--- config.mk ---
export PLATFORM = sky130hd
export DESIGN_NAME = nor_phase_cell
export DESIGN_NICKNAME = d
export VERILOG_FILES = /design/src/rtl/nor_phase_cell.sv
export SDC_FILE = /design/constraint.sdc
export NUM_CORES = 1
export LEC_CHECK = 0
export ABC_AREA = 1
export BUFFER_PORTS_ARGS = -buffer_cell sky130_fd_sc_hd__clkbuf_2
export CAP_MARGIN = 5
export CORE_AREA = 2 2 39 41
export DETAILED_ROUTE_END_ITERATION = 10
export DIE_AREA = 0 0 41 43
export PLACE_DENSITY = 0.54
export RECOVER_POWER = 25
export SLEW_MARGIN = 20
export SYNTH_ARGS = -nofsm -noshare
export SYNTH_HDL_FRONTEND = slang
export SYNTH_SLANG_ARGS = --single-unit
export TNS_END_PERCENT = 5
--- constraint.sdc ---
create_clock -name clk -period 3 [get_ports clk]
set_input_delay 0.3 -clock clk [delete_from_list [all_inputs] [get_ports clk]]
set_output_delay 0.3 -clock clk [all_outputs]
set_load 0.01 [all_outputs]
--- src/rtl/nor_phase_cell.sv ---
module nor_phase_cell #(
  parameter int FANIN       = 3,
  parameter bit DUAL_RESULT = 1'b0
) (
  input  logic             clk,
  input  logic             rst_n,
  input  logic             ld_en,
  input  logic [FANIN-1:0] ld_data,
  input  logic             cmp_en,
  input  logic             fetch_en,
  output logic             res_out,
  output logic             res_vld,
  output logic             seq_err
);
  localparam int NBANK = DUAL_RESULT ? 2 : 1;

  // the fan-in is limited at elaboration
  if (FANIN < 1 || FANIN > 3) begin : g_fanin_bad
    $error("nor_phase_cell: FANIN must be 1..3");
  end

  logic [FANIN-1:0] in_q;
  logic [NBANK-1:0] ev_q;
  logic loaded, pend, act, rsel;

  wire ld_ok  = ld_en && !loaded && (DUAL_RESULT || !pend);
  wire cmp_ok = cmp_en && loaded && !pend;
  wire fch_ok = fetch_en && pend;
  wire multi  = (ld_en && cmp_en) || (cmp_en && fetch_en) ||
                (ld_en && fetch_en && !DUAL_RESULT);
  wire bad    = (ld_en && !ld_ok) || (cmp_en && !cmp_ok) ||
                (fetch_en && !fch_ok) || multi;
  wire do_ld  = ld_en && !bad;
  wire do_cmp = cmp_en && !bad;
  wire do_fch = fetch_en && !bad;
  wire all_lo = ~|in_q;

  for (genvar b = 0; b < NBANK; b++) begin : g_bank
    always_ff @(posedge clk) begin
      if (!rst_n)                                ev_q[b] <= 1'b0;
      else if (do_ld && act == 1'(b))            ev_q[b] <= 1'b0;
      else if (do_cmp && act == 1'(b) && all_lo) ev_q[b] <= 1'b1;
    end
  end

  always_ff @(posedge clk) begin
    if (!rst_n) begin
      in_q    <= '0;
      loaded  <= 1'b0;
      pend    <= 1'b0;
      act     <= 1'b0;
      rsel    <= 1'b0;
      res_out <= 1'b0;
      res_vld <= 1'b0;
      seq_err <= 1'b0;
    end else begin
      seq_err <= bad;
      res_vld <= do_fch;
      if (do_ld) begin
        in_q   <= ld_data;
        loaded <= 1'b1;
      end
      if (do_cmp) begin
        loaded <= 1'b0;
        pend   <= 1'b1;
        rsel   <= act;
        if (DUAL_RESULT) act <= ~act;
      end
      if (do_fch) begin
        pend    <= 1'b0;
        res_out <= ev_q[rsel];
      end
    end
  end
endmodule

======== After elaboration in Yosys (flattened, before gate mapping) ========
Index checks and enable logic that the tools add are counted.
cells by class
  bitwise gates (word level) .............. 1
  reductions and logical operators ........ 31
operator list
  operator            number
  1-bit logical AND   15
  1-bit logical NOT   7
  2-bit OR reduction  3
  1-bit logical OR    5
  3-bit OR reduction  1
  1-bit inverter      1
storage, ports and cells
  input bits .............................. 8
  output and inout bits ................... 3
  bits in registers ....................... 9
  word-level logic and storage cells ...... 39

======== Depth between registers and ports, before layout ========
Gate-level depths: netlist of the first run.
  depth after elaboration ................. 11
  mapped depth ............................ 7
  depth with buffers taken out ............ 7

======== Least setup slack after synthesis of the first run ========
No wires, ideal clock.
  path type ............................... register to register
  start point ............................. reg pend
  end point ............................... reg loaded
  stages on the path, launching flop included .. 8
  data arrival time ....................... 0.883 ns
  setup slack ............................. 1.997 ns
  setup time .............................. 0.120 ns
  period minus slack after synthesis ...... 1.003 ns
  required time ........................... 2.880 ns
  buffers on the path ..................... 0
  cell sequence ........................... dfxtp_1 -> inv_2 -> nand2_2 -> inv_2 -> nor2_4 -> nand3_2 -> nand2_1 -> a21oi_1
on the way
  longest elaborated chain between the ends .. 10
  elaborated cells between the ends (all ways) .. 17
  classes of those cells .................. 17 x reduce/logical
RTL lines
  item                                  RTL line  RTL
  from (decl)                           24        logic loaded, pend, act, rsel;
  from (signal assigned)                50        pend <= 1'b0;
  from (signal assigned)                65        pend <= 1'b1;
  from (signal assigned)                70        pend <= 1'b0;
  1-bit logical NOT                     26, 27
  1-bit logical AND (on tied branches)  26, 27
  1-bit logical NOT                     31        wire bad = (ld_en && !ld_ok) || (cmp_en && !cmp_ok) ||
  1-bit logical AND                     31
  1-bit logical OR                      31
  1-bit logical OR (*)                  31
  1-bit logical OR (*)                  32        (fetch_en && !fch_ok) || multi;
  1-bit logical NOT (*)                 33, 34
  1-bit logical AND                     34        wire do_cmp = cmp_en && !bad;
  2-bit OR reduction (no line)          --
  to (signal assigned)                  49        loaded <= 1'b0;
  to (signal assigned)                  61        loaded <= 1'b1;
  to (signal assigned)                  64        loaded <= 1'b0;
  to (decl)                             24
Every way passes the cells marked *; elsewhere a longest branch is shown, timed or not.
A chain may end at the register's enable or synchronous reset.

======== Worst setup path in the final report of the first run ========
  start point ............................. reg loaded
  end point ............................... reg in_q[0]
on the way
  longest elaborated chain between the ends .. 10
  elaborated cells between the ends (all ways) .. 14
  classes of those cells .................. 14 x reduce/logical
RTL lines
  item                               RTL line  RTL
  1-bit logical NOT                  26        wire ld_ok = ld_en && !loaded && (DUAL_RESULT || !pend);
  1-bit logical AND (2 in a row)     26
  1-bit logical NOT                  31
  1-bit logical AND                  31
  1-bit logical OR (*) (2 in a row)  31
  1-bit logical OR (*)               32
  1-bit logical NOT (*)              33        wire do_ld = ld_en && !bad;
  1-bit logical AND (*)              33
  to (signal assigned)               60        in_q <= ld_data;
  to (decl)                          22        logic [FANIN-1:0] in_q;
Marked as above.

==> metrics.md, run 1 <==
| Metric | Value |
|---|---|
| # IOs | `11` |
| Synth Net Count | `62` |
| Netlist cell types | `17` |
| Hold buffers post-CTS | `0` |
| Max-cap violations | `0` |
| Multi-input gate area | `between 150 and 200 um^2` |
| Area delta synth->final | `21.1%` |
| GRT Util Overall | `9.71%` |
| CTS tree | `yes` |
| FF+latch area | `about 180 um^2` |
| Most used cell, CP | `nand2_1` |
| Hold path start | `ld_data[2]` |
| Most common cell after layout, fill and taps aside | `nand2_1` |
| Post-DP HPWL | `542 um` |
| Syn. warnings | `0` |
| Skew-Pair Late Insertion Delay | `250 ps` |
| FILL cells | `roughly 150` |
| Aggregate routed wire length | `708 um` |
| Critical R2R Launch | `loaded$_SDFFE_PP0P_` |
| Worst Skew | `2.41 ps` |
| Part of the power in combinational logic | `between 15 and 20%` |
| Die footprint | `1760 um^2` |
| CP cell instances | `inv_1, o21ai_4, nand4_4, nand2_1, nand2_1, nor2_1` |
| Reg2reg setup slack | `1890 ps` |
| Die X-Extent | `slightly above 40 um` |
| Sequential area share after synthesis | `a little over two fifths` |
| Routed vias/inst | `4.31` |
| DR pass1 iterations | `2` |
| Setup crit end kind | `flop` |
| PD cells | `519 nW/um^2` |
| Core footprint | `1380 um^2` |
| Main area contributors after synthesis | `dfxtp_1 (43%), nand2_1 (12%), inv_1 (7.1%), nor2_1 (5.4%), nand4_4 (5.1%)` |
| H-tree depth | `1` |
| Clock network power share | `34.2%` |
| Fmax | `approximately 900 MHz` |
| Post-CTS sizing | `0` |
| Cell Area, Synth | `420 um^2` |
| Root buffer cell | `clkbuf_4` |
| Grt ovf | `0` |
| # setup viols final | `0` |
| Nets | `76` |
| FP Rows | `14` |
| DRC viols | `0` |
| Routed Antenna Nets | `0` |
| Clock Sinks | `9` |
| Unrepaired setup endpoints after global routing | `false` |
| Mean Syn Cell Area | `a little under 8 um^2` |
| Cell Area, Placed | `487 um^2` |
| Initial Util | `30.4%` |
| Via count | `358` |
| RR Endpoint | `in_q[0]$_SDFFE_PN0P_` |
| CTS buffer count | `3` |
| Sw Ratio | `around a quarter` |
| Vias in the first global route | `around 280` |
| Lkg Pwr | `roughly 0.25 nW` |
| Worst r2r path cells | `6` |
| Max Slew Vio Count | `0` |
| Largest net degree at the start of global routing | `10` |
| Post-synthesis cell count | `54` |
| Kind of start point of the critical path | `flop` |
| Crit path max fanout | `8` |
| Outcome | `finished clean` |
| Int Pwr | `around 0.19 mW` |
| Drt wl/cell | `~8.5 um` |
| Post-CTS Setup Bufs | `0` |
| Top-area cell type share of the netlist area | `42.9%` |
| Crit-path max cell delay | `340 ps` |
| Tot Pwr | `0.264 mW` |
| Most frequent cells in the layout | `nand2_1 (13), dfxtp_1 (9), inv_1 (8)` |
| Setup WS pre-CTS | `1880 ps` |
| Worst slew pin tran | `257 ps` |
| Die height | `about 43 um` |
| Seq cells post-synth | `9` |
| Hold path cells | `3` |
| Antenna violations before repair | `0` |
| Antenna diodes | `0` |
| Post-Route Setup TNS | `0 ps` |
| Final min period | `1110 ps` |
| Yosys top cell by area | `dfxtp_1` |
| GPL Wtd Cong | `0.643` |
| First-pass GRT wire length | `approximately 1.1 mm` |
| Max IR drop VDD | `0.221 mV` |
| I/O Buffers | `10` |
| Worst-path clk slew | `~60 ps` |
| Sequential share of power | `49.9%` |
| Final Hold Vio Count | `0` |
| Worst hold path class | `in -> reg` |
| Slew HR | `82.9%` |
| Slack of the critical path | `between 1500 and 2000 ps` |
| Share of cells above drive strength 1 | `31.3%` |
| Psw | `0.0699 mW` |
| Final Instance Area | `509 um^2` |
| Slowest CP cell | `dfxtp_1` |
| Fin crit share | `between 30% and 40%` |
| Worst endpoint data arrival time | `1310 ps` |
| Hold path endpoint | `in_q[2]$_SDFFE_PN0P_` |
| 1st-iter DRT viols | `2` |
| Max clock buf depth | `2` |
| CP Data Required Time | `around 3200 ps` |
| CP Class | `reg -> reg` |
## how the worst max path moves through the flow
stage,start,end,slack (ps)
3_3_place_gp,pend$_SDFFE_PP0P_,in_q[0]$_SDFFE_PN0P_,1900
4_1_cts,loaded$_SDFFE_PP0P_,in_q[1]$_SDFFE_PN0P_,1870
5_1_grt,loaded$_SDFFE_PP0P_,in_q[0]$_SDFFE_PN0P_,1770
6_report,loaded$_SDFFE_PP0P_,in_q[0]$_SDFFE_PN0P_,1890
3_5_place_dp,loaded$_SDFFE_PP0P_,in_q[1]$_SDFFE_PN0P_,1880
2_1_floorplan,pend$_SDFFE_PP0P_,loaded$_SDFFE_PP0P_,2000
## state kept, by name, summed over array words and instances, names as in the netlist
name	count
in_q	3
ev_q	1
loaded	1
pend	1
res_out	1
res_vld	1
seq_err	1
## synthesized netlist by cell type
master    number
nand3_1        1
nand4_4        1
nor2_1         6
nor2_2         3
nand4_1        1
nand3_2        1
nor2_4         1
nand2_1       13
inv_2          2
clkbuf_1       1
o21ai_4        1
nand2_2        1
a21oi_1        3
nand4_2        1
dfxtp_1        9
nor3_1         1
inv_1          8
## kinds of logic after synthesis
family / after synthesis / share of synthesized area (%)
AND/OR/NAND/NOR: 30 / 39.9
buffers and inverters: 11 / 9.82
flip-flops: 9 / 42.9
AO/OA/AOI/OAI: 4 / 7.44
## worst max-delay path: cells and delay by family, from the launching register on
kind	cells	cell delay, ps
AND/OR/NAND/NOR	4	410
flip-flops	1	340
AO/OA/AOI/OAI	1	220
buffers and inverters	1	80
## metal layers
layer / part of all wire [%] / GRT usage [%] / vias up / wire length [um]
met5: 0 / 0 / - / 0
met4: 1.1 / 6.00 / 0 / 8
met3: 5.9 / 4.71 / 2 / 42
met2: 41 / 11.9 / 9 / 292
met1: 51 / 13.2 / 154 / 364
li1: - / - / 193 / -
## power by group through the flow
stage | Sequential [mW] | Combinational [mW] | Clock [mW]
after floorplan | 0.134 | 0.0306 | 0
after global placement | 0.134 | 0.0422 | 0
after detailed placement | 0.134 | 0.0426 | 0
after CTS | 0.132 | 0.0429 | 0.0949
after global routing | 0.133 | 0.0473 | 0.100
final | 0.132 | 0.0421 | 0.0904
## stage by stage
step	util [%]	cells	hold slack (ps)
finish	36.8	83	268
CTS	37.1	83	261
global route	36.8	83	276
global placement	35.2	79	441
detailed placement	35.2	79	444
floorplan	-	54	419
## cell type report
type	instances	share of cell area (%)
sequential	9	35.4
timing repair buffer	10	9.09
tap	16	3.93
clock buffer	4	5.16
inverter	10	7.37
multi-input combinational	34	39.1
(Power assumes the default switching activity.)
==> inputs of run 2 (changes only) <==
- PLACE_DENSITY: 0.54 -> 0.56
- clock period: 3 -> 1 ns (I/O delays scaled with it)
==> run 2 against run 1 <==
Fmax is 6.9% higher. First-iteration DRC count is the same. Die area unchanged. Wire length increased by 3.0%. Clock skew decreased by 1.3 ps. Critical endpoint unchanged. Power rose to 3.1 times the previous value. Via count rose by 2.8%. Sequential cell count did not move. Largest power group unchanged. Count of clock-buffer cells in the layout did not move. The run now ends with negative setup slack left. Critical path depth is 1 lower. Critical path type unchanged.
==> metrics.md, run 2 (synthesis results as in run 1) <==
| Metric | Value |
|---|---|
| Antenna violations before repair | `0 (unchanged)` |
| Post-CTS Setup Bufs | `0 (unchanged)` |
| Routed vias/inst | `4.33 (+0.37%)` |
| Int Pwr | `0.592 mW (+200%)` |
| Post-DP HPWL | `585 um (+8.0%)` |
| GRT Util Overall | `10.7% (+1.0 points)` |
| Outcome | `finished with violations` |
| Fmax | `962 MHz (+6.9%)` |
| Die footprint | `1760 um^2 (unchanged)` |
| Worst-path clk slew | `60 ps (about the same)` |
| CTS tree | `yes` |
| Antenna diodes | `0 (unchanged)` |
| Metal2 WL | `335 um (+15%)` |
| Nets | `78 (+2.6%)` |
| DR pass1 iterations | `2 (unchanged)` |
| Routed Antenna Nets | `0 (unchanged)` |
| Share of cells above drive strength 1 | `42.0% (+11 points)` |
| # setup viols final | `6 (+6)` |
| I/O Buffers | `10 (unchanged)` |
| Sw Ratio | `26.7% (+0.19 points)` |
| Area delta synth->final | `26.5%` |
| Slowest CP cell | `dfxtp_2` |
| Hold Slack | `73.5 ps (-194 ps)` |
| CP cell instances | `o21ai_4, nand4_4, nand2_1, nand2_1, nor2_1` |
| Sequential share of power | `49.1% (-0.8 points)` |
| Clock network power share | `33.9% (-0.3 points)` |
| Crit-path max cell delay | `360 ps (+20 ps)` |
| DRC viols | `0 (unchanged)` |
| Die X-Extent | `41 um (unchanged)` |
| PD cells | `1520 nW/um^2 (+190%)` |
| Aggregate routed wire length | `729 um (+3.0%)` |
| Final min period | `1040 ps (-72.0 ps)` |
| Fin crit share | `104% (+67 points)` |
| Clock Sinks | `9 (unchanged)` |
| Largest net degree at the start of global routing | `10 (unchanged)` |
| Psw | `0.215 mW (+210%)` |
| Worst endpoint data arrival time | `1230 ps (-80 ps)` |
| Top reg by flops | `in_q` |
| First-pass GRT wire length | `1.24 mm (+11%)` |
| Crit path buf inv count | `0 (-1)` |
| Slack of the critical path | `-39.6 ps (-1930 ps)` |
| Initial Util | `30.4% (unchanged)` |
| Most frequent cells in the layout | `nand2_1 (13), clkbuf_2 (9), inv_1 (7), dfxtp_1 (7), nor2_1 (5)` |
| Grt ovf | `0 (unchanged)` |
| Max Slew Vio Count | `0 (unchanged)` |
| Via count | `368 (+2.8%)` |
| Max clock buf depth | `2 (unchanged)` |
| Post-CTS sizing | `2 (+2)` |
| Worst hold path class | `in -> reg` |
| Post-Route Setup TNS | `-131 ps (-131 ps)` |
| Hold path start | `ld_data[1]` |
| Worst Skew | `1.09 ps (-1.32 ps)` |
| Setup WS pre-CTS | `-70.2 ps (-1950 ps)` |
| Crit path max fanout | `8 (unchanged)` |
| Die height | `43 um (unchanged)` |
| Skew-Pair Late Insertion Delay | `250 ps (about the same)` |
| Vias in the first global route | `316 (+13%)` |
| Unrepaired setup endpoints after global routing | `true` |
| Slew HR | `87.6% (+4.8 points)` |
| Final Hold Vio Count | `0 (unchanged)` |
| Part of the power in combinational logic | `17.0% (+1.1 points)` |
| Most common cell after layout, fill and taps aside | `nand2_1` |
| Root buffer cell | `clkbuf_4` |
| Kind of start point of the critical path | `flop` |
| Max IR drop VDD | `0.672 mV (+200%)` |
| Core footprint | `1380 um^2 (unchanged)` |
| FP Rows | `14 (unchanged)` |
| M1 WL | `352 um (-3.3%)` |
| CP Class | `reg -> reg` |
| H-tree depth | `1 (unchanged)` |
| Max FFs per register | `3 (unchanged)` |
| Met3 wire length | `29 um (-31%)` |
| # IOs | `11 (unchanged)` |
| Setup crit end kind | `flop` |
| Worst slew pin tran | `185 ps (-71.7 ps)` |
| Highest Signal Layer | `met4` |
| CTS buffer count | `3 (unchanged)` |
| Drt wl/cell | `8.58 um (+0.54%)` |
| 1st-iter DRT viols | `2 (unchanged)` |
| CP top delay family | `simple AND/OR/NAND/NOR gates` |
| Critical R2R Launch | `pend$_SDFFE_PP0P_` |
| Max-cap violations | `0 (unchanged)` |
| Lkg Pwr | `0.264 nW (+6.6%)` |
| Most used cell, CP | `nand2_1` |
| GPL Wtd Cong | `0.672 (+4.5%)` |
| Hold buffers post-CTS | `0 (unchanged)` |
| Worst Setup SP | `pend$_SDFFE_PP0P_` |
| Failing checks | `negative setup slack` |
| CP Data Required Time | `1190 ps (-2010 ps)` |
-- run 2: power by group through the flow --
stage / logic (mW) / registers (mW) / clock network, mW
floorplan: 0.0920 / 0.404 / 0
global placement: 0.136 / 0.404 / 0
detailed placement: 0.138 / 0.404 / 0
CTS: 0.139 / 0.397 / 0.285
global route: 0.153 / 0.400 / 0.310
finish: 0.137 / 0.397 / 0.274
-- run 2: layer usage --
layer	GRT usage, %	up-vias
li1	-	197
met1	12.1	161
met2	15.0	8
met3	6.28	2
met4	6.00	0
met5	0	-
-- run 2: through the flow --
stage | cell area (um^2) | power, mW | cells | util (%)
after floorplan | 422 | 0.496 | 54 | -
after global placement | 503 | 0.540 | 81 | 36.3
after detailed placement | 503 | 0.541 | 81 | 36.3
after CTS | 531 | 0.820 | 85 | 38.3
after global routing | 532 | 0.863 | 85 | 38.4
final | 532 | 0.808 | 85 | 38.4
-- run 2: path summary, 6_finish.rpt --
check / end / slack, ps / cells past startpoint
setup / recovery: in_q[0]$_SDFFE_PN0P_ / -40 / 5
hold reg to reg: ev_q$_SDFFE_PP0P_ / 450 / 2
setup reg to reg: in_q[0]$_SDFFE_PN0P_ / -40 / 5
hold / removal: in_q[1]$_SDFFE_PN0P_ / 70 / 3
-- run 2: worst reg2reg max path: cells and delay by family (launching register included) --
kind	cells	cell delay, ps
simple gates	4	410
flops	1	360
compound gates	1	210
-- run 2: final cells by class --
class | count | area [um^2]
inverters | 10 | 37.5
clock buffers | 4 | 26.3
fillers | 159 | 852
flip-flops and latches | 9 | 183
repair buffers | 12 | 63.8
multi-input cells | 34 | 201
well taps | 16 | 20.0
==> inputs of run 3 (changes only) <==
--- a/constraint.sdc
+++ b/constraint.sdc
@@ -3,2 +3,2 @@
 set_output_delay 0.1 -clock clk [all_outputs]
-set_load 0.01 [all_outputs]
+set_load 0.05 [all_outputs]
==> run 3 against run 2 <==
The run still ends with negative setup slack left. Setup slack unchanged. Sequential cell count did not move. Clock skew did not move. Core utilization rose by 0.090 points. Cell count unchanged. Fmax is the same. Die area did not move. Via count unchanged. Largest power group unchanged.
==> metrics.md, run 3 (synthesis results as in run 1) <==
| Metric | Value |
|---|---|
| Outcome | `finished with violations` |
| Failing checks | `negative setup slack` |
| H-tree depth | `1 (unchanged)` |
| Fmax | `962 MHz (unchanged)` |
| Skew-Pair Late Insertion Delay | `250 ps (about the same)` |
| Area delta synth->final | `26.8%` |
| Max clock buf depth | `2 (unchanged)` |
| Vias in the first global route | `316 (unchanged)` |
| Hold path start | `ld_data[1]` |
| DR pass1 iterations | `2 (unchanged)` |
| Lkg Pwr | `0.267 nW (+1.3%)` |
| Aggregate routed wire length | `728 um (-0.14%)` |
| 1st-iter DRT viols | `2 (unchanged)` |
| Max IR drop VDD | `0.672 mV (about the same)` |
| Initial Util | `30.4% (unchanged)` |
| Drt wl/cell | `8.56 um (-0.14%)` |
| Nets | `78 (unchanged)` |
| Grt ovf | `0 (unchanged)` |
| Die X-Extent | `41 um (unchanged)` |
| Root buffer cell | `clkbuf_4` |
| Die footprint | `1760 um^2 (unchanged)` |
| Worst endpoint data arrival time | `1230 ps (about the same)` |
| Worst slew pin tran | `275 ps (+90.4 ps)` |
| Critical R2R Launch | `pend$_SDFFE_PP0P_` |
| Share of cells above drive strength 1 | `43.5% (+1.4 points)` |
| Worst-path clk slew | `60 ps (about the same)` |
| CP Data Required Time | `1190 ps (about the same)` |
| Most frequent cells in the layout | `nand2_1 (13), clkbuf_2 (10), inv_1 (7), dfxtp_1 (7), nor2_1 (5)` |
| Max-cap violations | `0 (unchanged)` |
| Most common cell after layout, fill and taps aside | `nand2_1` |
| Final Hold Vio Count | `0 (unchanged)` |
| PD cells | `1540 nW/um^2 (+1.3%)` |
| Worst Setup SP | `pend$_SDFFE_PP0P_` |
| Post-Route Setup TNS | `-131 ps (unchanged)` |
| CTS buffer count | `3 (unchanged)` |
| CP Class | `reg -> reg` |
| Max Slew Vio Count | `0 (unchanged)` |
| I/O Buffers | `10 (unchanged)` |
| Antenna violations before repair | `0 (unchanged)` |
| Via count | `368 (unchanged)` |
| Kind of start point of the critical path | `flop` |
| Max FFs per register | `3 (unchanged)` |
| # IOs | `11 (unchanged)` |
| GRT Util Overall | `10.7% (unchanged)` |
| Setup crit end kind | `flop` |
| Fin crit share | `104% (unchanged)` |
| Routed vias/inst | `4.33 (unchanged)` |
| Final min period | `1040 ps (unchanged)` |
| Clock Sinks | `9 (unchanged)` |
| Worst Skew | `1.09 ps (unchanged)` |
| Post-DP HPWL | `585 um (unchanged)` |
| Hold Slack | `73.5 ps (unchanged)` |
| FP Rows | `14 (unchanged)` |
| Top reg by flops | `in_q` |
| # setup viols final | `6 (unchanged)` |
| FILL cells | `158 (-0.63%)` |
| Antenna diodes | `0 (unchanged)` |
| DRC viols | `0 (unchanged)` |
| Routed Antenna Nets | `0 (unchanged)` |
| CTS tree | `yes` |
| Largest net degree at the start of global routing | `10 (unchanged)` |
| Unrepaired setup endpoints after global routing | `true` |
| First-pass GRT wire length | `1.24 mm (unchanged)` |
| Slack of the critical path | `-39.6 ps (unchanged)` |
| Worst hold path class | `in -> reg` |
| Die height | `43 um (unchanged)` |
| Slew HR | `81.7% (-5.9 points)` |
| GPL Wtd Cong | `0.672 (unchanged)` |
| Core footprint | `1380 um^2 (unchanged)` |
| Crit path max fanout | `8 (unchanged)` |
## run 3: cell counts in the layout (fill, tap and decap cells not counted)
Identical to the previous run, type by type.
## run 3: worst paths after layout
check / to / slack (ps) / cells past startpoint
worst max-delay path: in_q[0]$_SDFFE_PN0P_ / -40 / 5
worst min-delay path: in_q[1]$_SDFFE_PN0P_ / 70 / 3
worst max register to register: in_q[0]$_SDFFE_PN0P_ / -40 / 5
worst min register to register: ev_q$_SDFFE_PP0P_ / 450 / 2
## run 3: report_power, final
part | switching, mW | total (mW) | internal [mW] | leakage [nW]
logic | 0.0925 | 0.150 | 0.0573 | 0.178
registers | 0.0148 | 0.397 | 0.382 | 0.0745
clock network | 0.120 | 0.274 | 0.153 | 0.0150
total | 0.228 | 0.820 | 0.593 | 0.267
## run 3: area by class of cell
class	count	area, um^2	area share, %
multi-input cells	34	201	37.8
flip-flops and latches	9	183	34.3
repair buffers	12	65.1	12.2
inverters	10	37.5	7.04
clock buffers	4	26.3	4.93
well taps	16	20.0	3.76
## run 3: worst max-delay path, cell delays in order, from the launching register on
cell and delay [ps]:
dfxtp_2 360, o21ai_4 210, nand4_4 180, nand2_1 100, nand2_1 50, nor2_1 80
## run 3: what timing repair did
| action | 4_1_cts | 5_1_grt |
|---|---|---|
| pin swaps | 0 | 0 |
| resized for setup | 2 | 1 |
| hold buffers | 0 | 0 |
| setup endpoints to repair | 8 | 8 |
| setup buffers | 0 | 0 |
## run 3: through the flow
step           utilization [%]  instance area [um^2]  power, mW  std cells  worst slack [ps]
3_3_place_gp              36.3                   503      0.552         81             -19.4
5_1_grt                   38.5                   533      0.876         85              -124
2_1_floorplan                -                   422      0.508         54              2.10
4_1_cts                   38.3                   531      0.833         85             -41.0
6_report                  38.5                   533      0.820         85             -39.6
3_5_place_dp              36.3                   503      0.554         81             -70.2
## run 3: per-layer routing
metal	track usage, %	up-vias	share of wire, %	routed length [um]
met4	6.00	0	1.6	12
met1	12.1	161	48	351
met2	15.0	8	46	335
met5	0	-	0	0
li1	-	197	-	-
met3	6.28	2	4.0	29
